[src/rtl/tdm_tree_pkg.sv]
package tdm_tree_pkg;
  localparam int ADDR_W    = 24;
  localparam int DATA_W    = 32;
  localparam int BURST_LEN = 4;

  // flit travelling toward memory; an idle flit is all zero so merging is an OR
  typedef struct packed {
    logic              valid;
    logic              cmd;
    logic              wr;
    logic [ADDR_W-1:0] addr;
    logic [DATA_W-1:0] data;
  } flit_t;

  // word travelling back toward the cores
  typedef struct packed {
    logic              valid;
    logic [DATA_W-1:0] data;
  } rsp_t;

  localparam int FLIT_W = $bits(flit_t);
  localparam int RSP_W  = $bits(rsp_t);
endpackage

[src/rtl/tdm_pipe.sv]
module tdm_pipe #(
  parameter int W     = 8,
  parameter int DEPTH = 1
) (
  input  logic         clk,
  input  logic         rst_n,
  input  logic [W-1:0] d,
  output logic [W-1:0] q
);
  logic [W-1:0] stage_q [DEPTH];

  always_ff @(posedge clk or negedge rst_n) begin
    if (!rst_n) begin
      for (int s = 0; s < DEPTH; s++) stage_q[s] <= '0;
    end else begin
      stage_q[0] <= d;
      for (int s = 1; s < DEPTH; s++) stage_q[s] <= stage_q[s-1];
    end
  end

  assign q = stage_q[DEPTH-1];
endmodule

[src/rtl/tdm_merge_node.sv]
module tdm_merge_node
  import tdm_tree_pkg::*;
#(
  parameter int STAGE_DEPTH = 1
) (
  input  logic  clk,
  input  logic  rst_n,
  input  flit_t left_i,
  input  flit_t right_i,
  output flit_t merged_o
);
  flit_t joined;

  // the schedule guarantees at most one child is non-idle
  assign joined = left_i | right_i;

  tdm_pipe #(.W(FLIT_W), .DEPTH(STAGE_DEPTH)) u_pipe (
    .clk   (clk),
    .rst_n (rst_n),
    .d     (joined),
    .q     (merged_o)
  );
endmodule

[src/rtl/tdm_slot_ni.sv]
module tdm_slot_ni
  import tdm_tree_pkg::*;
#(
  parameter int N_CORES  = 4,
  parameter int SLOT_LEN = 5,
  parameter int CORE_ID  = 0,
  parameter int CNT_RST  = 0,
  parameter int RSP_OFF  = 0
) (
  input  logic                        clk,
  input  logic                        rst_n,
  input  logic                        req_valid,
  input  logic                        req_wr,
  input  logic [ADDR_W-1:0]           req_addr,
  input  logic [BURST_LEN*DATA_W-1:0] req_wdata,
  output logic                        taken,
  output flit_t                       flit_o,
  input  rsp_t                        rsp_i,
  output logic                        rvalid,
  output logic [DATA_W-1:0]           rdata
);
  localparam int PERIOD = N_CORES * SLOT_LEN;
  localparam int CW     = $clog2(PERIOD);
  localparam int WIN_LO = CORE_ID * SLOT_LEN;
  localparam int WIN_HI = WIN_LO + SLOT_LEN;

  logic [CW-1:0] cnt_q, cnt_d;
  logic          live_q;
  logic          burst_q, burst_d;
  int            cnt_i, beat_i, rph_i;
  logic          in_win, own_rsp;

  // next-state: local replica of the round counter
  always_comb begin
    if (cnt_q == CW'(PERIOD - 1)) cnt_d = '0;
    else                          cnt_d = cnt_q + 1'b1;
  end

  assign cnt_i  = int'(cnt_q);
  assign in_win = (cnt_i >= WIN_LO) && (cnt_i < WIN_HI);
  assign beat_i = cnt_i - WIN_LO;

  // injection side
  always_comb begin
    flit_o  = '0;
    taken   = 1'b0;
    burst_d = burst_q;
    if (live_q && in_win) begin
      if (beat_i == 0) begin
        burst_d = req_valid && req_wr;
        if (req_valid) begin
          taken        = 1'b1;
          flit_o.valid = 1'b1;
          flit_o.cmd   = 1'b1;
          flit_o.wr    = req_wr;
          flit_o.addr  = req_addr;
        end
      end else if (burst_q && beat_i <= BURST_LEN) begin
        flit_o.valid = 1'b1;
        flit_o.data  = req_wdata[(beat_i-1)*DATA_W +: DATA_W];
      end
    end
  end

  // response side: same counter seen through the full round-trip latency
  assign rph_i   = (cnt_i >= RSP_OFF) ? (cnt_i - RSP_OFF) : (cnt_i + PERIOD - RSP_OFF);
  assign own_rsp = (rph_i >= WIN_LO) && (rph_i < WIN_HI);
  assign rvalid  = own_rsp && rsp_i.valid;
  assign rdata   = rvalid ? rsp_i.data : '0;

  // registers
  always_ff @(posedge clk or negedge rst_n) begin
    if (!rst_n) begin
      cnt_q   <= CW'(CNT_RST);
      live_q  <= 1'b0;
      burst_q <= 1'b0;
    end else begin
      live_q <= 1'b1;
      if (live_q) begin
        cnt_q   <= cnt_d;
        burst_q <= burst_d;
      end
    end
  end
endmodule

[src/rtl/tdm_mem_tree.sv]
module tdm_mem_tree
  import tdm_tree_pkg::*;
#(
  parameter int N_CORES     = 4,
  parameter int SLOT_LEN    = 5,
  parameter int STAGE_DEPTH = 1,
  parameter int RESP_LAT    = 3
) (
  input  logic                                clk,
  input  logic                                rst_n,
  input  logic [N_CORES-1:0]                  core_req_valid,
  input  logic [N_CORES-1:0]                  core_req_wr,
  input  logic [N_CORES*ADDR_W-1:0]           core_req_addr,
  input  logic [N_CORES*BURST_LEN*DATA_W-1:0] core_req_wdata,
  output logic [N_CORES-1:0]                  core_taken,
  output logic [N_CORES-1:0]                  core_rvalid,
  output logic [N_CORES*DATA_W-1:0]           core_rdata,
  output logic                                mem_valid,
  output logic                                mem_cmd,
  output logic                                mem_wr,
  output logic [ADDR_W-1:0]                   mem_addr,
  output logic [DATA_W-1:0]                   mem_wdata,
  input  logic                                mem_rvalid,
  input  logic [DATA_W-1:0]                   mem_rdata
);
  localparam int LEVELS  = $clog2(N_CORES);
  localparam int LDOWN   = LEVELS * STAGE_DEPTH;
  localparam int LUP     = LEVELS * STAGE_DEPTH;
  localparam int PERIOD  = N_CORES * SLOT_LEN;
  localparam int CNT_RST = LDOWN % PERIOD;
  localparam int RSP_OFF = (LDOWN + RESP_LAT + LUP) % PERIOD;
  localparam int NODES   = 2 * N_CORES;

  // reset: asserted at once, released on the clock
  logic [1:0] rsync_q;
  logic       rst_q_n;

  always_ff @(posedge clk or negedge rst_n) begin
    if (!rst_n) rsync_q <= '0;
    else        rsync_q <= {rsync_q[0], 1'b1};
  end
  assign rst_q_n = rsync_q[1];

  // heap-indexed trees: node 1 is the root, leaves sit at N_CORES + i
  flit_t             cmd_node [1:NODES-1];
  rsp_t              rsp_node [1:NODES-1];
  logic [NODES-1:1]  node_valid;

  assign rsp_node[1] = {mem_rvalid, mem_rdata};

  for (genvar i = 0; i < N_CORES; i++) begin : g_ni
    tdm_slot_ni #(
      .N_CORES  (N_CORES),
      .SLOT_LEN (SLOT_LEN),
      .CORE_ID  (i),
      .CNT_RST  (CNT_RST),
      .RSP_OFF  (RSP_OFF)
    ) u_ni (
      .clk       (clk),
      .rst_n     (rst_q_n),
      .req_valid (core_req_valid[i]),
      .req_wr    (core_req_wr[i]),
      .req_addr  (core_req_addr[i*ADDR_W +: ADDR_W]),
      .req_wdata (core_req_wdata[i*BURST_LEN*DATA_W +: BURST_LEN*DATA_W]),
      .taken     (core_taken[i]),
      .flit_o    (cmd_node[N_CORES+i]),
      .rsp_i     (rsp_node[N_CORES+i]),
      .rvalid    (core_rvalid[i]),
      .rdata     (core_rdata[i*DATA_W +: DATA_W])
    );
  end

  for (genvar k = 1; k < N_CORES; k++) begin : g_merge
    tdm_merge_node #(.STAGE_DEPTH(STAGE_DEPTH)) u_node (
      .clk      (clk),
      .rst_n    (rst_q_n),
      .left_i   (cmd_node[2*k]),
      .right_i  (cmd_node[2*k+1]),
      .merged_o (cmd_node[k])
    );
  end

  for (genvar k = 2; k < NODES; k++) begin : g_rsp
    tdm_pipe #(.W(RSP_W), .DEPTH(STAGE_DEPTH)) u_stage (
      .clk   (clk),
      .rst_n (rst_q_n),
      .d     (rsp_node[k/2]),
      .q     (rsp_node[k])
    );
  end

  for (genvar k = 1; k < NODES; k++) begin : g_nv
    assign node_valid[k] = cmd_node[k].valid;
  end

  assign mem_valid = cmd_node[1].valid;
  assign mem_cmd   = cmd_node[1].cmd;
  assign mem_wr    = cmd_node[1].wr;
  assign mem_addr  = cmd_node[1].addr;
  assign mem_wdata = cmd_node[1].data;
endmodule

[config.mk]
export PLATFORM = sky130hd
export DESIGN_NAME = tdm_mem_tree
export DESIGN_NICKNAME = d
export VERILOG_FILES = /design/src/rtl/tdm_tree_pkg.sv /design/src/rtl/tdm_pipe.sv /design/src/rtl/tdm_merge_node.sv /design/src/rtl/tdm_slot_ni.sv /design/src/rtl/tdm_mem_tree.sv
export SDC_FILE = /design/constraint.sdc
export NUM_CORES = 1
export LEC_CHECK = 0
export ABC_AREA = 1
export BUFFER_PORTS_ARGS = -buffer_cell sky130_fd_sc_hd__buf_2
export CAP_MARGIN = 20
export CORE_AREA = 8 8 325 327
export DETAILED_ROUTE_END_ITERATION = 8
export DIE_AREA = 0 0 333 335
export PLACE_DENSITY = 0.46
export SYNTH_ARGS = -nofsm -noshare
export SYNTH_HDL_FRONTEND = slang
export SYNTH_HIERARCHICAL = 1
export SYNTH_SLANG_ARGS = --single-unit
[constraint.sdc]
create_clock -name clk -period 30 [get_ports clk]
set_clock_uncertainty 0.05 [all_clocks]
set_input_delay 7.5 -clock clk [delete_from_list [all_inputs] [get_ports clk]]
set_output_delay 7.5 -clock clk [all_outputs]
set_load 0.005 [all_outputs]
==> impl_metrics.env, run 1 <==
export IMPL_status="complete, no violations"
export IMPL_cts_resized=0
export IMPL_multi_input_area_um2=8090
export IMPL_post_drt_wl_per_cell_um=18.4
export IMPL_drt_iter0_markers=1210
export IMPL_grt_start_max_net_pins=133
export IMPL_setup_tns_final_ns=0
export IMPL_yosysTopAreaCellShare_pct=46.2
export IMPL_tightest_slew_ns=1.10
export IMPL_clock_fmax_mhz=63.0
export IMPL_clock_path_buffers=3
export IMPL_fillCellCount=11400
export IMPL_antenna_found_initial=21
export IMPL_dominantRegCellSynth="dfrtp_1"
export IMPL_synthToLayoutAreaGrowth_pct=31.9
export IMPL_regArea_um2=10100
export IMPL_reg2reg_from="g_ni[3].u_ni/cnt_q[0]"
export IMPL_io_buffers=845
export IMPL_tritoncts="yes"
export IMPL_finalHoldViolCount=0
export IMPL_nets=4466
export IMPL_rsz0062_at_grt="no"
export IMPL_die_y_um=335
export IMPL_synth_seq_cells=405
export IMPL_synth_edff_count=0
export IMPL_pre_cts_slack_ns=14.09
export IMPL_io_pins=846
export IMPL_die_area_um2=112000
export IMPL_clk_pin_slew_worst_paths_ns=0.06
export IMPL_num_rows=117
export IMPL_hold_buffers=0
export IMPL_syn_inst=3012
export IMPL_rr_endpoint="g_merge[3].u_node/u_pipe/q[12]"
export IMPL_maxCapViolations=0
export IMPL_yosys_area_top_type="dfrtp_1"
export IMPL_routed_wirelength_mm=94.7
export IMPL_period_share_pct=52.9
export IMPL_period_minus_slack_ns=15.86
export IMPL_power_leakage_nw=16.1
export IMPL_cts_buffers=48
export IMPL_async_flop_share_pct=100
export IMPL_postCtsSetupBuffers=0
export IMPL_vias=20800
export IMPL_fin_cells=5159
export IMPL_grt_total_usage_pct=16.3
export IMPL_crit_type="in2out"
export IMPL_ys_warn_count=6
export IMPL_setup_slack_ns=14.14
export IMPL_viasPerCell=4.03
export IMPL_cp_arrival_ns=8.31
export IMPL_vdd_drop_max_uv=80.1
export IMPL_syn_num_nets=3683
export IMPL_powerDensity_nw_per_um2=75.3
export IMPL_cp_required_ns=22.45
export IMPL_drt_pass1_iter_count=4
export IMPL_ys_seq_area_share_pct=46.7
export IMPL_crit_path_start_kind="input port"
export IMPL_die_x_um=333
export IMPL_hold_path_class="reg2async"
export IMPL_cts_htree_levels=2
export IMPL_r2r_slack_ns=25.88
export IMPL_ys_types=40
export IMPL_synth_area_um2=21700
export IMPL_grt_pass1_wl_mm=138
export IMPL_slew_headroom_pct=26.4
export IMPL_synthTopCellsByArea="dfrtp_1 46%, inv_1 12%, nand2_1 11%, nor2_1 8.1%, o21ai_0 4.4%"
export IMPL_clk_latency_ns=0.60
export IMPL_slew_violations=0
export IMPL_coreArea_um2=101000
export IMPL_place_inst=5053
export IMPL_grt_overflow=0
export IMPL_cp_end_kind="output port"
export IMPL_holdWs_ns=0.185
export IMPL_ctsRootBufferMaster="clkbuf_16"
export IMPL_hpwl_mm=74.3
export IMPL_syn_avg_cell_area_um2=7.21
export IMPL_worst_r2r_cell_count=11
export IMPL_start_util_pct=21.6
export IMPL_first_global_vias=21500
export IMPL_layout_drive_gt1_share_pct=29.2
export IMPL_drc_errors=0
export IMPL_gp_congestion=0.853
export IMPL_cts_sinks=405
export IMPL_setup_viol=0
export IMPL_ant_nets=0
export IMPL_critPathMaxFanout=26
-- cells by family (layout without fill, tap and decap cells) --
logic type | Yosys count | count (layout) | share of synthesized area (%)
DFF | 405 | 405 | 46.7
xor gates and xnor gates | 2 | 2 | 0.0807
AOI/OAI and AO/OA | 304 | 304 | 7.33
buffers and inverters | 838 | 1660 | 16.0
other | 5 | 21 | 0.0865
adders and majority gates | 20 | 20 | 1.15
and+or+nand+nor | 1438 | 1438 | 28.6
-- cell usage after synthesis (2+ instances only) --
| library cell | instances |
|---|---|
| dfstp_2 | 4 |
| clkbuf_2 | 2 |
| inv_1 | 691 |
| nor3_1 | 39 |
| nand3_4 | 5 |
| clkbuf_1 | 37 |
| dfrtp_1 | 401 |
| ha_1 | 20 |
| buf_4 | 18 |
| conb_1 | 5 |
| buf_6 | 25 |
| nor2_4 | 21 |
| nand4_2 | 2 |
| nand3_1 | 116 |
| buf_2 | 47 |
| nor2_1 | 470 |
| o221ai_1 | 10 |
| nand4_1 | 11 |
| nor2_2 | 70 |
| a21oi_2 | 3 |
| or2_2 | 25 |
| nand2_2 | 13 |
| o22ai_1 | 9 |
| buf_1 | 7 |
| inv_2 | 8 |
| nand3_2 | 6 |
| nand2_4 | 5 |
| o21ai_1 | 59 |
| xor2_1 | 2 |
| nand2_1 | 654 |
| o21ai_0 | 189 |
| a21oi_1 | 30 |
-- worst max-delay path: stages --
cell and delay [ns]:
buf_2 0.14, nand3_4 0.32, inv_1 0.19, buf_2 0.14
-- layout make-up --
| type | count | share of cell area [%] |
|---|---|---|
| Antenna cell | 16 | 0.140 |
| Clock buffer | 64 | 4.62 |
| Clock inverter | 25 | 1.07 |
| Inverter | 701 | 9.20 |
| Multi-Input combinational cell | 1769 | 28.3 |
| Sequential cell | 405 | 35.5 |
| Tap cell | 1309 | 5.72 |
| Timing Repair Buffer | 870 | 15.5 |
-- worst max-delay path by stage --
stage,to,start,slack [ns]
finish,core_taken[3],core_req_valid[3],14.14
global route,core_taken[0],core_req_valid[0],14.03
CTS,core_taken[3],core_req_valid[3],14.09
detailed placement,core_taken[3],core_req_valid[3],14.09
global placement,core_taken[3],core_req_valid[3],14.07
floorplan,core_taken[0],core_req_valid[0],14.62
-- state kept, by name (all words and copies together), names as in the netlist --
register,cells
rsync_q,2
g_rsp.u_stage/q,198
g_merge.u_node/u_pipe/q,177
g_ni.u_ni/live_q,4
g_ni.u_ni/cnt_q,20
g_ni.u_ni/burst_q,4
-- where the power goes --
part / total [mW] / switching [mW] / internal, mW
clock: 0.590 / 0.249 / 0.341
combinational: 0.931 / 0.652 / 0.278
sequential: 0.633 / 0.0372 / 0.596
-- placed cells by master, fill, tap and decap left out, drive strengths merged, types with 2 or more instances in the layout --
cell type	instances
diode	16
nand2	672
bufinv	3
dfstp	4
o221ai	10
or2	25
clkinv	15
dfrtp	401
xor2	2
nand3	127
buf	870
nor3	39
inv	702
clkinvlp	6
clkbuf	64
conb	5
nand4	13
a21oi	33
o21ai	249
nor2	561
ha	20
o22ai	9
-- per-stage QoR --
stage	util (%)	power (mW)	area [um2]
6_report	28.4	2.15	28600
3_5_place_dp	26.7	1.58	26900
3_3_place_gp	26.7	1.58	26900
4_1_cts	28.4	2.19	28600
5_1_grt	28.4	2.32	28600
2_1_floorplan	-	1.24	21700
-- metal layers --
| layer | up-vias | track usage [%] | share of wire [%] |
|---|---|---|---|
| li1 | 10400 | - | - |
| met1 | 9486 | 20.1 | 42 |
| met2 | 742 | 27.5 | 47 |
| met3 | 145 | 4.49 | 7.0 |
| met4 | 10 | 5.43 | 3.4 |
| met5 | - | 0 | 0.073 |
Power figures use the tool's default switching activity.
==> run 2: changes to the inputs <==
clock period = 15.35 ns   (was 30 ns; I/O delays follow)
==> impl_metrics.env, run 2 (synthesized netlist as in run 1, its figures left out) <==
export IMPL_status="complete, no violations"
export IMPL_layout_drive_gt1_share_pct=29.0
export IMPL_period_share_pct=55.7
export IMPL_drt_pass1_iter_count=5
export IMPL_setup_tns_final_ns=0
export IMPL_routed_wirelength_mm=94.4
export IMPL_slew_headroom_pct=30.3
export IMPL_rsz0062_at_grt="no"
export IMPL_cp_end_kind="output port"
export IMPL_hold_buffers=0
export IMPL_clk_latency_ns=0.60
export IMPL_path_delay_family="buffers and inverters"
export IMPL_crit_path_start_kind="input port"
export IMPL_crit_buf_inv=3
export IMPL_gp_congestion=0.862
export IMPL_io_pins=846
export IMPL_holdWs_ns=0.270
export IMPL_cts_htree_levels=2
export IMPL_slew_violations=0
export IMPL_post_drt_wl_per_cell_um=18.3
export IMPL_clock_path_buffers=3
export IMPL_ant_nets=0
export IMPL_postCtsSetupBuffers=0
export IMPL_crit_path_cell_trace="buf_2 -> nand3_4 -> inv_1 -> buf_2"
export IMPL_critPathMaxFanout=26
export IMPL_cp_slowest_stage_delay_ns=0.33
export IMPL_hpwl_mm=74.5
export IMPL_power_leakage_nw=16.2
export IMPL_nets=4463
export IMPL_multi_input_area_um2=8090
export IMPL_grt_total_usage_pct=16.3
export IMPL_regArea_um2=10100
export IMPL_clk_pin_slew_worst_paths_ns=0.06
export IMPL_setup_viol=0
export IMPL_antenna_found_initial=23
export IMPL_start_util_pct=21.6
export IMPL_grtUsageMet3_pct=4.33
export IMPL_cp_common_cell="buf_2"
export IMPL_utilization_pct=28.5
export IMPL_die_x_um=333
export IMPL_cts_buffers=48
export IMPL_drc_errors=0
export IMPL_slowest_stage="nand3_4"
export IMPL_powerDensity_nw_per_um2=148
export IMPL_die_area_um2=112000
export IMPL_final_cell_mix="845 x buf_2, 689 x inv_1, 654 x nand2_1"
export IMPL_grt_start_max_net_pins=191
export IMPL_gr_usage_met2_pct=27.8
export IMPL_crit_type="in2out"
export IMPL_maxCapViolations=0
export IMPL_final_common_cell="buf_2"
export IMPL_cp_arrival_ns=4.66
export IMPL_first_global_vias=21400
export IMPL_hold_path_class="reg2async"
export IMPL_largest_reg_flops=198
export IMPL_vdd_drop_max_uv=71.6
export IMPL_busiest_layer="met2"
export IMPL_use_met1_pct=20.3
export IMPL_finalHoldViolCount=0
export IMPL_tightest_slew_ns=1.05
export IMPL_cts_sinks=405
export IMPL_clock_fmax_mhz=117
export IMPL_ctsRootBufferMaster="clkbuf_16"
export IMPL_coreArea_um2=101000
export IMPL_synthToLayoutAreaGrowth_pct=32.1
export IMPL_num_rows=117
export IMPL_drt_iter0_markers=1158
export IMPL_cts_resized=0
export IMPL_period_minus_slack_ns=8.55
export IMPL_grt_pass1_wl_mm=139
export IMPL_vias=20800
export IMPL_viasPerCell=4.03
export IMPL_tritoncts="yes"
export IMPL_fillCellCount=11300
export IMPL_grt_overflow=0
export IMPL_r2r_slack_ns=11.08
export IMPL_io_buffers=845
export IMPL_cp_required_ns=11.46
export IMPL_die_y_um=335
run 2: changes by cell type in the layout (fill, tap and decap cells not counted):
cell,previous run,this run
clkinvlp_4,6,1
diode_2,16,14
clkinv_2,9,5
bufinv_16,3,5
clkbuf_8,6,12
inv_6,3,2
clkbuf_1,10,13
buf_4,23,20
run 2: path summary, 6_finish.rpt:
kind / from / end / cells past startpoint
setup / recovery: core_req_valid[3] / core_taken[3] / 4
hold / removal: rsync_q[1] / g_ni[0].u_ni/burst_q / 0
setup reg to reg: g_ni[3].u_ni/cnt_q[0] / g_merge[3].u_node/u_pipe/q[21] / 12
hold reg to reg: rsync_q[1] / g_ni[0].u_ni/burst_q / 0
max in group asynchronous: rst_n / rsync_q[1] / 1
min in group clk: rsync_q[0] / rsync_q[1] / 0
run 2: layer usage:
layer	share of wire, %	up-vias
met5	0.068	-
met4	2.6	10
met3	7.2	119
met2	48	725
met1	43	9528
li1	-	10400
run 2: report_power, final:
| part | internal (mW) | switching [mW] |
|---|---|---|
| sequential | 1.17 | 0.0913 |
| combinational | 0.542 | 1.23 |
| clock | 0.728 | 0.477 |
run 2: area by class of cell:
class / instances / share of cell area (%)
Timing Repair Buffer: 867 / 15.4
Antenna cell: 14 / 0.122
Clock inverter: 17 / 1.04
Sequential cell: 405 / 35.4
Multi-Input combinational cell: 1769 / 28.2
Clock buffer: 73 / 4.93
Tap cell: 1309 / 5.71
Inverter: 701 / 9.18
run 2: through the flow:
stage	worst slack, ns	cells	area [um2]	total power [mW]
final	6.80	5155	28700	4.23
after global routing	6.72	5150	28700	4.58
after CTS	6.77	5140	28600	4.31
after detailed placement	6.77	5050	26900	3.06
after global placement	6.79	5050	26900	3.06
after floorplan	3.18	3012	21700	2.43
